<file path="config.mk">
export PLATFORM = sky130hd
export DESIGN_NAME = sds_sequencer
export DESIGN_NICKNAME = d
export VERILOG_FILES = /design/src/rtl/sds_pkg.sv /design/src/rtl/sds_field_split.sv /design/src/rtl/sds_delay_ctrl.sv /design/src/rtl/sds_pin_hold.sv /design/src/rtl/sds_sequencer.sv
export SDC_FILE = /design/constraint.sdc
export NUM_CORES = 1
export LEC_CHECK = 0
export BUFFER_PORTS_ARGS = -buffer_cell sky130_fd_sc_hd__clkbuf_2
export CORE_MARGIN = 10
export CORE_UTILIZATION = 50
export DETAILED_ROUTE_END_ITERATION = 16
export PLACE_DENSITY_LB_ADDON = 0.05
export SYNTH_ARGS = -nofsm -noshare
export SYNTH_HDL_FRONTEND = slang
export SYNTH_SLANG_ARGS = --single-unit
</file>
<file path="constraint.sdc">
create_clock -name clk -period 3.55 [get_ports clk]
set_input_delay 0.5325 -clock clk [delete_from_list [all_inputs] [get_ports clk]]
set_output_delay 0.5325 -clock clk [all_outputs]
set_load 0.005 [all_outputs]
</file>
<file path="src/rtl/sds_pkg.sv">
package sds_pkg;
  localparam int SDS_FIELD_W = 5;
  localparam int SDS_CNT_W   = $clog2(SDS_FIELD_W + 1);

  typedef enum logic [1:0] {
    SEQ_IDLE  = 2'd0,
    SEQ_HOLD  = 2'd1,
    SEQ_COUNT = 2'd2
  } seq_state_t;
endpackage

</file>
<file path="src/rtl/sds_field_split.sv">
module sds_field_split #(
  parameter int FIELD_W = sds_pkg::SDS_FIELD_W,
  parameter int CNT_W   = sds_pkg::SDS_CNT_W
) (
  input  logic [FIELD_W-1:0] field,
  input  logic [CNT_W-1:0]   side_cnt,
  input  logic               side_opt,
  output logic               side_en,
  output logic [FIELD_W-1:0] side_val,
  output logic [FIELD_W-1:0] delay,
  output logic               bad_cfg
);
  localparam int SW_W = CNT_W + 1;
  localparam logic [FIELD_W-1:0] ONES = {FIELD_W{1'b1}};

  logic            flag_used;
  logic [SW_W-1:0] side_w;
  logic [SW_W-1:0] shamt;

  always_comb begin
    bad_cfg   = side_opt ? (side_cnt > CNT_W'(FIELD_W - 1))
                         : (side_cnt > CNT_W'(FIELD_W));
    flag_used = side_opt && (side_cnt != '0);
    side_w    = {1'b0, side_cnt} + SW_W'(flag_used);
    shamt     = SW_W'(FIELD_W) - side_w;
    if (bad_cfg) begin
      side_en  = 1'b0;
      side_val = '0;
      delay    = '0;
    end else begin
      delay    = field & (ONES >> side_w);
      side_val = (field >> shamt) & ~(ONES << side_cnt);
      side_en  = (side_cnt != '0) && (!side_opt || field[FIELD_W-1]);
    end
  end

  // in optional mode a cleared enable bit never yields a side-set
  always_comb begin
    if (side_opt && (side_cnt != '0) && !field[FIELD_W-1])
      assert_opt_flag_gates_R3: assert (!side_en);
  end
endmodule

</file>
<file path="src/rtl/sds_delay_ctrl.sv">
module sds_delay_ctrl #(
  parameter int FIELD_W = sds_pkg::SDS_FIELD_W
) (
  input  logic               clk,
  input  logic               rst_n,
  input  logic               issue_valid,
  input  logic               stall,
  input  logic [FIELD_W-1:0] delay,
  output logic               accept,
  output logic               busy
);
  import sds_pkg::*;

  seq_state_t         state;
  logic [FIELD_W-1:0] cnt;

  assign busy   = (state != SEQ_IDLE);
  assign accept = issue_valid && !busy;

  always_ff @(posedge clk) begin
    if (!rst_n) begin
      state <= SEQ_IDLE;
      cnt   <= '0;
    end else begin
      unique case (state)
        SEQ_IDLE: begin
          if (accept) begin
            cnt <= delay;
            if (stall)             state <= SEQ_HOLD;
            else if (delay != '0)  state <= SEQ_COUNT;
          end
        end
        SEQ_HOLD: begin
          if (!stall) state <= (cnt != '0) ? SEQ_COUNT : SEQ_IDLE;
        end
        SEQ_COUNT: begin
          cnt <= cnt - 1'b1;
          if (cnt == FIELD_W'(1)) state <= SEQ_IDLE;
        end
        default: state <= SEQ_IDLE;
      endcase
    end
  end

  // pending delay is frozen while the stall persists
  assert_hold_freezes_delay_R6: assert property (@(posedge clk) disable iff (!rst_n)
    (state == SEQ_HOLD && stall) |=> (state == SEQ_HOLD && $stable(cnt)));

  // once counting, busy persists until the count is spent
  assert_count_keeps_busy_R6: assert property (@(posedge clk) disable iff (!rst_n)
    (state == SEQ_COUNT && cnt > FIELD_W'(1)) |=> busy);
endmodule

</file>
<file path="src/rtl/sds_pin_hold.sv">
module sds_pin_hold #(
  parameter int FIELD_W = sds_pkg::SDS_FIELD_W
) (
  input  logic               clk,
  input  logic               rst_n,
  input  logic               load,
  input  logic [FIELD_W-1:0] val,
  output logic [FIELD_W-1:0] pins,
  output logic               update
);
  for (genvar i = 0; i < FIELD_W; i++) begin : g_pin
    always_ff @(posedge clk) begin
      if (!rst_n)    pins[i] <= 1'b0;
      else if (load) pins[i] <= val[i];
    end
  end

  always_ff @(posedge clk) begin
    if (!rst_n) update <= 1'b0;
    else        update <= load;
  end
endmodule

</file>
<file path="src/rtl/sds_sequencer.sv">
module sds_sequencer #(
  parameter int FIELD_W = sds_pkg::SDS_FIELD_W,
  parameter int CNT_W   = sds_pkg::SDS_CNT_W
) (
  input  logic               clk,
  input  logic               rst_n,
  input  logic [CNT_W-1:0]   cfg_side_cnt,
  input  logic               cfg_side_opt,
  input  logic               issue_valid,
  input  logic [FIELD_W-1:0] issue_field,
  input  logic               exec_stall,
  output logic [FIELD_W-1:0] side_pins,
  output logic               side_update,
  output logic               busy,
  output logic               cfg_err
);
  logic               sel_en;
  logic [FIELD_W-1:0] sel_val;
  logic [FIELD_W-1:0] sel_dly;
  logic               accept;

  sds_field_split #(.FIELD_W(FIELD_W), .CNT_W(CNT_W)) u_split (
    .field    (issue_field),
    .side_cnt (cfg_side_cnt),
    .side_opt (cfg_side_opt),
    .side_en  (sel_en),
    .side_val (sel_val),
    .delay    (sel_dly),
    .bad_cfg  (cfg_err)
  );

  sds_delay_ctrl #(.FIELD_W(FIELD_W)) u_delay (
    .clk         (clk),
    .rst_n       (rst_n),
    .issue_valid (issue_valid && !cfg_err),
    .stall       (exec_stall),
    .delay       (sel_dly),
    .accept      (accept),
    .busy        (busy)
  );

  sds_pin_hold #(.FIELD_W(FIELD_W)) u_pins (
    .clk    (clk),
    .rst_n  (rst_n),
    .load   (accept && sel_en),
    .val    (sel_val),
    .pins   (side_pins),
    .update (side_update)
  );

  // side-set lands the cycle after acceptance, stall or not
  assert_side_immediate_R4: assert property (@(posedge clk) disable iff (!rst_n)
    (issue_valid && !busy && !cfg_err && sel_en) |=> (side_update && side_pins == $past(sel_val)));

  // pins move only with an update pulse
  assert_pins_hold_R5: assert property (@(posedge clk) disable iff (!rst_n)
    !side_update |-> $stable(side_pins));

  // zero delay without stall costs no busy cycle
  assert_zero_delay_R7: assert property (@(posedge clk) disable iff (!rst_n)
    (issue_valid && !busy && !exec_stall && sel_dly == '0) |=> !busy);

  // no update while an instruction is still held
  assert_busy_blocks_issue_R8: assert property (@(posedge clk) disable iff (!rst_n)
    busy |=> !side_update);

  // invalid configuration leaves pins and busy untouched
  assert_err_quiet_R9: assert property (@(posedge clk) disable iff (!rst_n)
    (cfg_err && !busy) |=> (!busy && !side_update));
endmodule

</file>
Yosys cells after proc, flatten, opt, wreduce, memory -nomap -nowiden. Index checks and enable logic that the tools add are counted.

Eq/ne operators: 7. $lt $le $gt $ge: 2. Mux-type cells: 13. Reduce and logical (&&, ||, !) cells: 17. Add/subtract/negate cells: 3. Shift operators: 3. Bitwise gates (word level): 3.

Operator list (count): 2-to-1 mux 5 bit (3); 2-to-1 mux 2 bit (6); bitwise AND 5 bit (2); case mux 5 bit (2 select lines) (1); nonzero test 5 bit (2); > comparator 3 bit (second input constant) (2); case mux 2 bit (3 select lines) (1); equality test 5 x 1 -> 1 bit (second input constant) (1); logical AND 1 bit (5); inverter 5 bit (1); << shifter 5 x 3 -> 5 bit (first input constant) (1); right shift 5 x 4 -> 5 bit (1); right shift 5 x 4 -> 5 bit (first input constant) (1); subtractor 5 x 1 -> 5 bit (second input constant) (1); adder 3 x 1 -> 4 bit (1); inequality test 2 bit (second input constant) (2); AND reduction 4 bit (1); nonzero test 2 bit (2); subtractor 3 x 4 -> 4 bit (first input constant) (1); zero test 1 bit (3); inequality test 3 x 2 -> 1 bit (second input constant) (1); nonzero test 3 bit (1); equality test 2 x 1 -> 1 bit (second input constant) (1); equality test 2 bit (second input constant) (1); other kinds (5) (6).

Output and inout port bits: 8. Word-level logic and storage cells: 56. Flip-flop bits (word level): 13. Input bits: 13.

Depth between registers and ports, before layout. Gate-level depths: netlist (run 1).

Word-level depth: 11. Mapped depth: 11. Mapped depth without buffers: 10.

By module. A second synthesis (run 1) with hierarchy kept.

Cell total of the unflattened synthesis: 120. Area, all modules: 1024.7 um^2.

By module, submodules not included: sds_delay_ctrl (area an instance 425.4 um^2, sequential area each 140.1 um^2, instances 1, cells each 49); sds_field_split (area an instance 359.1 um^2, sequential area each 0.0 um^2, instances 1, cells each 51); sds_pin_hold (area an instance 220.2 um^2, sequential area each 120.1 um^2, instances 1, cells each 18); sds_sequencer (area an instance 20.0 um^2, sequential area each 0.0 um^2, instances 1, cells each 2).

Worst setup path after synthesis (run 1). OpenSTA, ideal clock, no wires.

Path type: input to register. Start point: in cfg_side_cnt[1]. End point: reg u_pins.pins[2]. Arrival time: 2.636 ns. Required time: 3.458 ns. Path buffers: 1. Setup slack: 0.822 ns. Stages on the path: 11. Setup time: 0.092 ns. Cells stage by stage: buf_6 > or3_1 > and2_1 > ha_1 > ha_1 > xnor2_1 > inv_1 > ha_1 > xor2_1 > nand4_1 > o32ai_1.

Cells in the longest elaborated chain, start to end: 7. Elaborated cells between the ends (all ways): 18. Those cells by class: add/sub: 2; order compare: 2; shift: 2; mux: 3; bitwise: 2; reduce/logical: 7.

RTL lines: start: declaration (line sds_sequencer.sv:7) `input logic [CNT_W-1:0] cfg_side_cnt,`; nonzero test 3 bit (line sds_field_split.sv:23, sds_field_split.sv:33); logical AND 1 bit (line sds_field_split.sv:23) `flag_used = side_opt && (side_cnt != '0);`; adder 3 x 1 -> 4 bit (line sds_field_split.sv:24) `side_w = {1'b0, side_cnt} + SW_W'(flag_used);`; subtractor 3 x 4 -> 4 bit (line sds_field_split.sv:25) `shamt = SW_W'(FIELD_W) - side_w;`; right shift 5 x 4 -> 5 bit (line sds_field_split.sv:32) `side_val = (field >> shamt) & ~(ONES << side_cnt);`; bitwise AND 5 bit (line sds_field_split.sv:32); 2-to-1 mux 5 bit (line sds_field_split.sv:26) `if (bad_cfg) begin`; end signal: indexed assignment (line sds_pin_hold.sv:14) `else if (load) pins[i] <= val[i];`; end: declaration (line sds_pin_hold.sv:8) `output logic [FIELD_W-1:0] pins,`.

Several ways; a longest one is shown, not always the timed one. A chain may end at the register's enable or synchronous reset.

Worst setup path after layout (run 1).
Start point: in cfg_side_cnt[2]. End point: reg u_pins.pins[2].

The elaborated chain is that of the path after synthesis.

==> results.cfg, run 1 <==
[outcome]
status = complete, no violations

[timing]
setup_ws_ns = 0.6145
fin_crit_sh = 0.8269
fin_skew_ns = 0.006098
fin_crit_ns = 2.935
slew_headroom = 0.7391
finalHoldViolCount = 0
finalSetupViolCount = 0
fin_tns_setup_ns = 0
rsz0062_at_grt = no
hold_slack_ns = 0.4568
fmax_mhz = 340.7
final_max_slew_viol_count = 0
worstMarginPinSlew_ns = 0.3905

[global_routing]
grt_max_degree = 15
grtUsageTotal = 0.1385
antenna_found_initial = 0
grt_first_pass_wirelength_um = 4947
grt_pass1_vias = 1080
grt_overflow_total = 0

[pwr]
finalPower_uw = 417.2
power.density_mw_per_mm2 = 334.5
total_leakage_power_nw = 0.5121
ir_drop_v = 0.0001803

[die]
core_region_area_mm2 = 0.002191
dieHeight_um = 67.51
initial_utilization = 0.5151
rows = 17
dieWidth_um = 67.51
ioPinCount = 21
die_area_mm2 = 0.004558

[finish]
drive_gt1_frac = 0.2188
layout_common_cells = 20 x clkbuf_2, 14 x inv_1, 13 x a21oi_1, 13 x dfxtp_1, 11 x nor2_1
utilization = 0.5694
nNetsFinal = 181
fillCellCount = 215
layout_commonest_cell = clkbuf_2
area_growth_pct = 10.53
n_antenna_cell = 0

[synthesis]
ys.flop_type = dfxtp_1
synth_nets = 163
synthTopCellsByArea = dfxtp_1 23%, ha_1 7.8%, a21oi_1 5.8%, inv_1 4.7%, mux2_2 4.0%
yosysWarnings = 0
netlist_instances = 143
synth-edff-count = 0
synth_cell_types = 51
syn_area_mm2 = 0.001129
synth_top_area_frac = 0.2306
async_reset_ff_frac = 0
seq_area_frac_synth = 0.2306
synth.avg_cell_area_um2 = 7.892
yosysTopAreaCell = dfxtp_1
ys_seq_elements = 13

[clock_tree]
cts_setup_buffers = 0
ctsResizeCount = 0
clockBufferDepth = 2
h-tree-depth = 1
cts-root-buf = clkbuf_4
cts_buffers = 3
cts_hold_buffers = 0
clock-sinks = 13
clock_latency_ns = 0.29
cts_tree = done
clkTransAtPathRegs_ns = 0.08

[critical_path]
startpoint_type = input pin
cp-end-kind = flop
crit_fanout = 14
required_ns = 3.75
arrival_ns = 3.13
path_class = input pin to flop

[drt]
dr.pass1.iters = 4
detail-route-antenna-nets = 0
avgRoutedWirePerCell_um = 16.32
drt_wl_total_um = 3069
viasPerCell = 6.074
drt_iter0_drc = 54
vias = 1142
drc = 0

[place]
dp_hpwl_um = 2466
gp_congestion = 0.8464
preCtsSetupSlack_ns = 0.3111
port_buffers = 20

[run]
maxCapViolCount = 0

[hold_path]
hold_class = flop to flop
-- cell usage after synthesis (all sizes together), types with 2 or more instances --
| cell type | number |
|---|---|
| inv | 14 |
| a21oi | 13 |
| dfxtp | 13 |
| nor2 | 11 |
| nand2 | 10 |
| ha | 7 |
| buf | 6 |
| o21ai | 6 |
| mux2 | 4 |
| nand3 | 4 |
| o32ai | 4 |
| a21boi | 3 |
| and2 | 3 |
| nor3 | 3 |
| o31ai | 3 |
| or2 | 3 |
| a211oi | 2 |
| a32oi | 2 |
| mux2i | 2 |
| nand2b | 2 |
| nand4 | 2 |
| nor2b | 2 |
| nor3b | 2 |
| o221a | 2 |
| or3 | 2 |
-- flip-flops by register name, summed over array words and instances, names as in the netlist --
name	cells
u_pins.update	1
u_delay.cnt	5
u_delay.state	2
u_pins.pins	5
-- layer usage --
layer | routed length [um] | global-route usage
met3 | 196 | 0.04132
met4 | 122 | 0.06923
met1 | 1276 | 0.1507
met5 | 0 | 0
met2 | 1474 | 0.2383
-- power breakdown --
| part | switching [mW] | internal [mW] | total, mW |
|---|---|---|---|
| Sequential | 0.0136 | 0.156 | 0.169 |
| Combinational | 0.0842 | 0.0642 | 0.148 |
| Clock | 0.0556 | 0.0437 | 0.0993 |
-- final cells by class --
| type | instances | area [um2] | area share |
|---|---|---|---|
| clock buffers | 4 | 26.28 | 0.02106 |
| inverters | 14 | 52.55 | 0.04213 |
| flip-flops and latches | 13 | 260.3 | 0.2086 |
| multi-input cells | 109 | 773.2 | 0.6199 |
| well taps | 28 | 35.03 | 0.02808 |
| repair buffers | 20 | 100.1 | 0.08024 |
-- path summary, 6_finish.rpt --
kind | from | endpoint | slack, ns | depth (start not counted)
max reg2reg | u_delay.state[1] | u_pins.pins[2] | 1.95 | 4
min reg2reg | u_pins.pins[1] | u_pins.pins[1] | 0.46 | 2
max | cfg_side_cnt[2] | u_pins.pins[2] | 0.61 | 11
min | u_pins.pins[1] | u_pins.pins[1] | 0.46 | 2
-- cell families after synthesis --
group / share of synthesized area
xor gates and xnor gates: 0.01552
AOI/OAI and AO/OA: 0.3182
buffers and inverters: 0.08426
and+or+nand+nor: 0.2162
DFF: 0.2306
adders and majority gates: 0.07760
muxes: 0.05765
-- worst max-delay path, cell delays in order --
cell	delay (ns)
clkbuf_2	0.21
or3_1	0.46
and2_1	0.20
ha_1	0.20
ha_1	0.23
xnor2_1	0.25
inv_1	0.09
ha_1	0.19
xor2_1	0.24
nand4_1	0.21
o32ai_1	0.31
-- stage by stage --
step	cell area, um2	instances
final	1247	188
after detailed placement	1221	184
after global routing	1247	188
after global placement	1221	184
after floorplan	1129	143
after CTS	1247	188
(Power assumes the default switching activity.)
==> inputs of run 2 (changes only) <==
- ABC_AREA: default -> 1
- clock period: 3.55 -> 2.8 ns (I/O delays scaled with it)
==> run 2 against run 1 <==
  * First-iteration DRC count rose by 9.3%
  * Global-route usage fell by 1.6 points
  * Hold slack improved by 0.022 ns
  * Combinational power rose to 3.0 times the previous value
  * Final cell count rose by 16%
  * Critical path depth rose by 11
  * Clock skew rose by 0.0016 ns
  * Setup slack got worse by 0.15 ns
  * Sequential power rose by 59%
  * Total power rose by 100%
==> results.cfg, run 2 <==
[finish]
fin_cells = 219
layout_commonest_cell = nand2_1
drive_gt1_frac = 0.2188
nNetsFinal = 213
n_antenna_cell = 0
area_growth_pct = 14.82
layout_common_cells = 34 x nand2_1, 30 x inv_1, 20 x clkbuf_2
reg_top3 = u_delay.cnt: 5 flops, u_pins.pins: 5 flops, u_delay.state: 2 flops
utilization = 0.6231

[critical_path]
required_ns = 2.98
r2r_end = u_delay.cnt[4]
crit_fanout = 7
cp-end-kind = flop
reg2reg_depth = 5
cp-startpoint = cfg_side_cnt[2]
ff2ff_setup_slack_ns = 1.42
path_cells = clkbuf_2 > inv_2 > nand2_2 > nor2_2 > nor2_1 > ha_1 > ha_1 > inv_1 > nand2_1 > nand2_2 > inv_1 > ha_1 > nand2_1 > inv_1 > nand2_1 > nor2_1 > nor2_1 > nand2_1 > nor2_2 > nand3_2 > a21oi_1 > nor2_1
arrival_ns = 2.52
startpoint_type = input pin
critPathSlowestCell = ha_1
endpoint = u_delay.state[1]
path_class = input pin to flop
r2r-start = u_delay.state[1]
cpPeakStageDelay_ns = 0.21
path_buf_inv = 5
worst-path-stages = 22
crit_family = simple AND/OR/NAND/NOR gates

[die]
dieWidth_um = 66.85
initial_utilization = 0.5427
ioPinCount = 21
core_region_area_mm2 = 0.002022
die_area_mm2 = 0.004468
rows = 16
dieHeight_um = 66.85

[global_routing]
grt_pass1_vias = 997
antenna_found_initial = 0
grt_overflow_total = 0
grt_first_pass_wirelength_um = 4450
grtUsageTotal = 0.1229
grt_max_degree = 12

[synthesis]
synth_cell_types = 30
yosysWarnings = 0
synth_nets = 188
synth-edff-count = 0
ys_seq_elements = 13
synth_most_common_cell = nand2_1
synth_top_area_frac = 0.2372
synth.avg_cell_area_um2 = 6.532
yosysTopAreaCell = dfxtp_1
synthTopCellsByArea = dfxtp_1 24%, nand2_1 12%, inv_1 10%, ha_1 8.0%, o21ai_0 5.9%
seq_area_frac_synth = 0.2372
async_reset_ff_frac = 0
synthTopCellsByCount = 34 x nand2_1, 30 x inv_1, 16 x nor2_1
syn_area_mm2 = 0.001097
ys.flop_type = dfxtp_1
netlist_instances = 168

[timing]
slew_headroom = 0.8048
finalHoldViolCount = 0
fin_crit_ns = 2.339
finalSetupViolCount = 0
worstMarginPinSlew_ns = 0.2905
rsz0062_at_grt = no
fmax_mhz = 427.6
final_max_slew_viol_count = 0
fin_crit_sh = 0.8353
fin_skew_ns = 0.007665
fin_tns_setup_ns = 0

[drt]
met2_length_um = 1110
drt-met1-wl_um = 1134
drc = 0
drt_wl_total_um = 2571
drt_iter0_drc = 59
dr.pass1.iters = 4
viasPerCell = 5.155
avgRoutedWirePerCell_um = 11.74
detail-route-antenna-nets = 0
vias = 1129
highest_layer = met4
met3_length_um = 282

[pwr]
total_leakage_power_nw = 0.6457
ir_drop_v = 0.0006662
power.density_mw_per_mm2 = 663.1

[clock_tree]
cts_buffers = 3
clock_latency_ns = 0.28
clkTransAtPathRegs_ns = 0.08
cts_tree = done
ctsResizeCount = 0
cts_setup_buffers = 0
cts-root-buf = clkbuf_4
clockBufferDepth = 2
cts_hold_buffers = 0
clock-sinks = 13
h-tree-depth = 1

[outcome]
status = complete, no violations

[hold_path]
hold_class = flop to flop
hold_path.startpoint = u_pins.pins[2]

[place]
port_buffers = 20
gp_congestion = 0.8806
dp_cells = 215
dp_hpwl_um = 2182

[run]
maxCapViolCount = 0
==> run 2: stage by stage <==
stage	hold slack, ns	instance area, um2	worst slack (ns)	power, mW
after floorplan	0.4652	1097	0.4548	0.6204
after global placement	0.4579	1234	0.2223	0.7110
after detailed placement	0.4671	1234	0.1749	0.7211
after CTS	0.4795	1260	0.4696	0.8382
after global routing	0.5000	1260	0.2086	0.9255
final	0.4786	1260	0.4612	0.8354
==> run 2: tightest hold or removal path: stages, from the launching register on <==
cell	delay, ns
dfxtp_1	0.31
nand3_1	0.08
nand2_1	0.05
==> run 2: cell type report <==
| cell class | count | area, um2 |
|---|---|---|
| clock buffers | 4 | 26.28 |
| fillers | 189 | 762.0 |
| inverters | 32 | 120.1 |
| multi-input cells | 122 | 711.9 |
| flip-flops and latches | 13 | 260.3 |
| well taps | 27 | 33.78 |
| repair buffers | 21 | 107.6 |
==> run 2: cell families (layout without fill, tap and decap cells) <==
| family | after synthesis | in the layout | synth area share |
|---|---|---|---|
| flops | 13 | 13 | 0.2372 |
| xor+xnor | 3 | 3 | 0.02395 |
| buf+inv | 33 | 57 | 0.1140 |
| simple gates | 81 | 81 | 0.3683 |
| fa+ha+maj | 7 | 7 | 0.07981 |
| compound gates | 31 | 31 | 0.1767 |
==> run 2: how the worst min path moves through the flow <==
stage                                 to  slack (ns)  cells after the start
final                     u_pins.pins[2]        0.48                      2
after global routing      u_pins.pins[2]        0.50                      2
after CTS                 u_pins.pins[2]        0.48                      2
after detailed placement  u_pins.pins[2]        0.47                      2
after global placement    u_pins.pins[2]        0.46                      2
after floorplan           u_pins.pins[1]        0.47                      2
==> run 2: per-layer routing <==
metal	global-route usage	up-vias
met1	0.1576	485
li1	-	587
met3	0.04181	6
met5	0	-
met4	0.04450	0
met2	0.1836	51
==> run 2: where the power goes <==
part / switching [mW] / total, mW / internal, mW
clock: 0.0601 / 0.115 / 0.0552
sequential: 0.0430 / 0.269 / 0.226
combinational: 0.270 / 0.451 / 0.181
total: 0.373 / 0.835 / 0.463
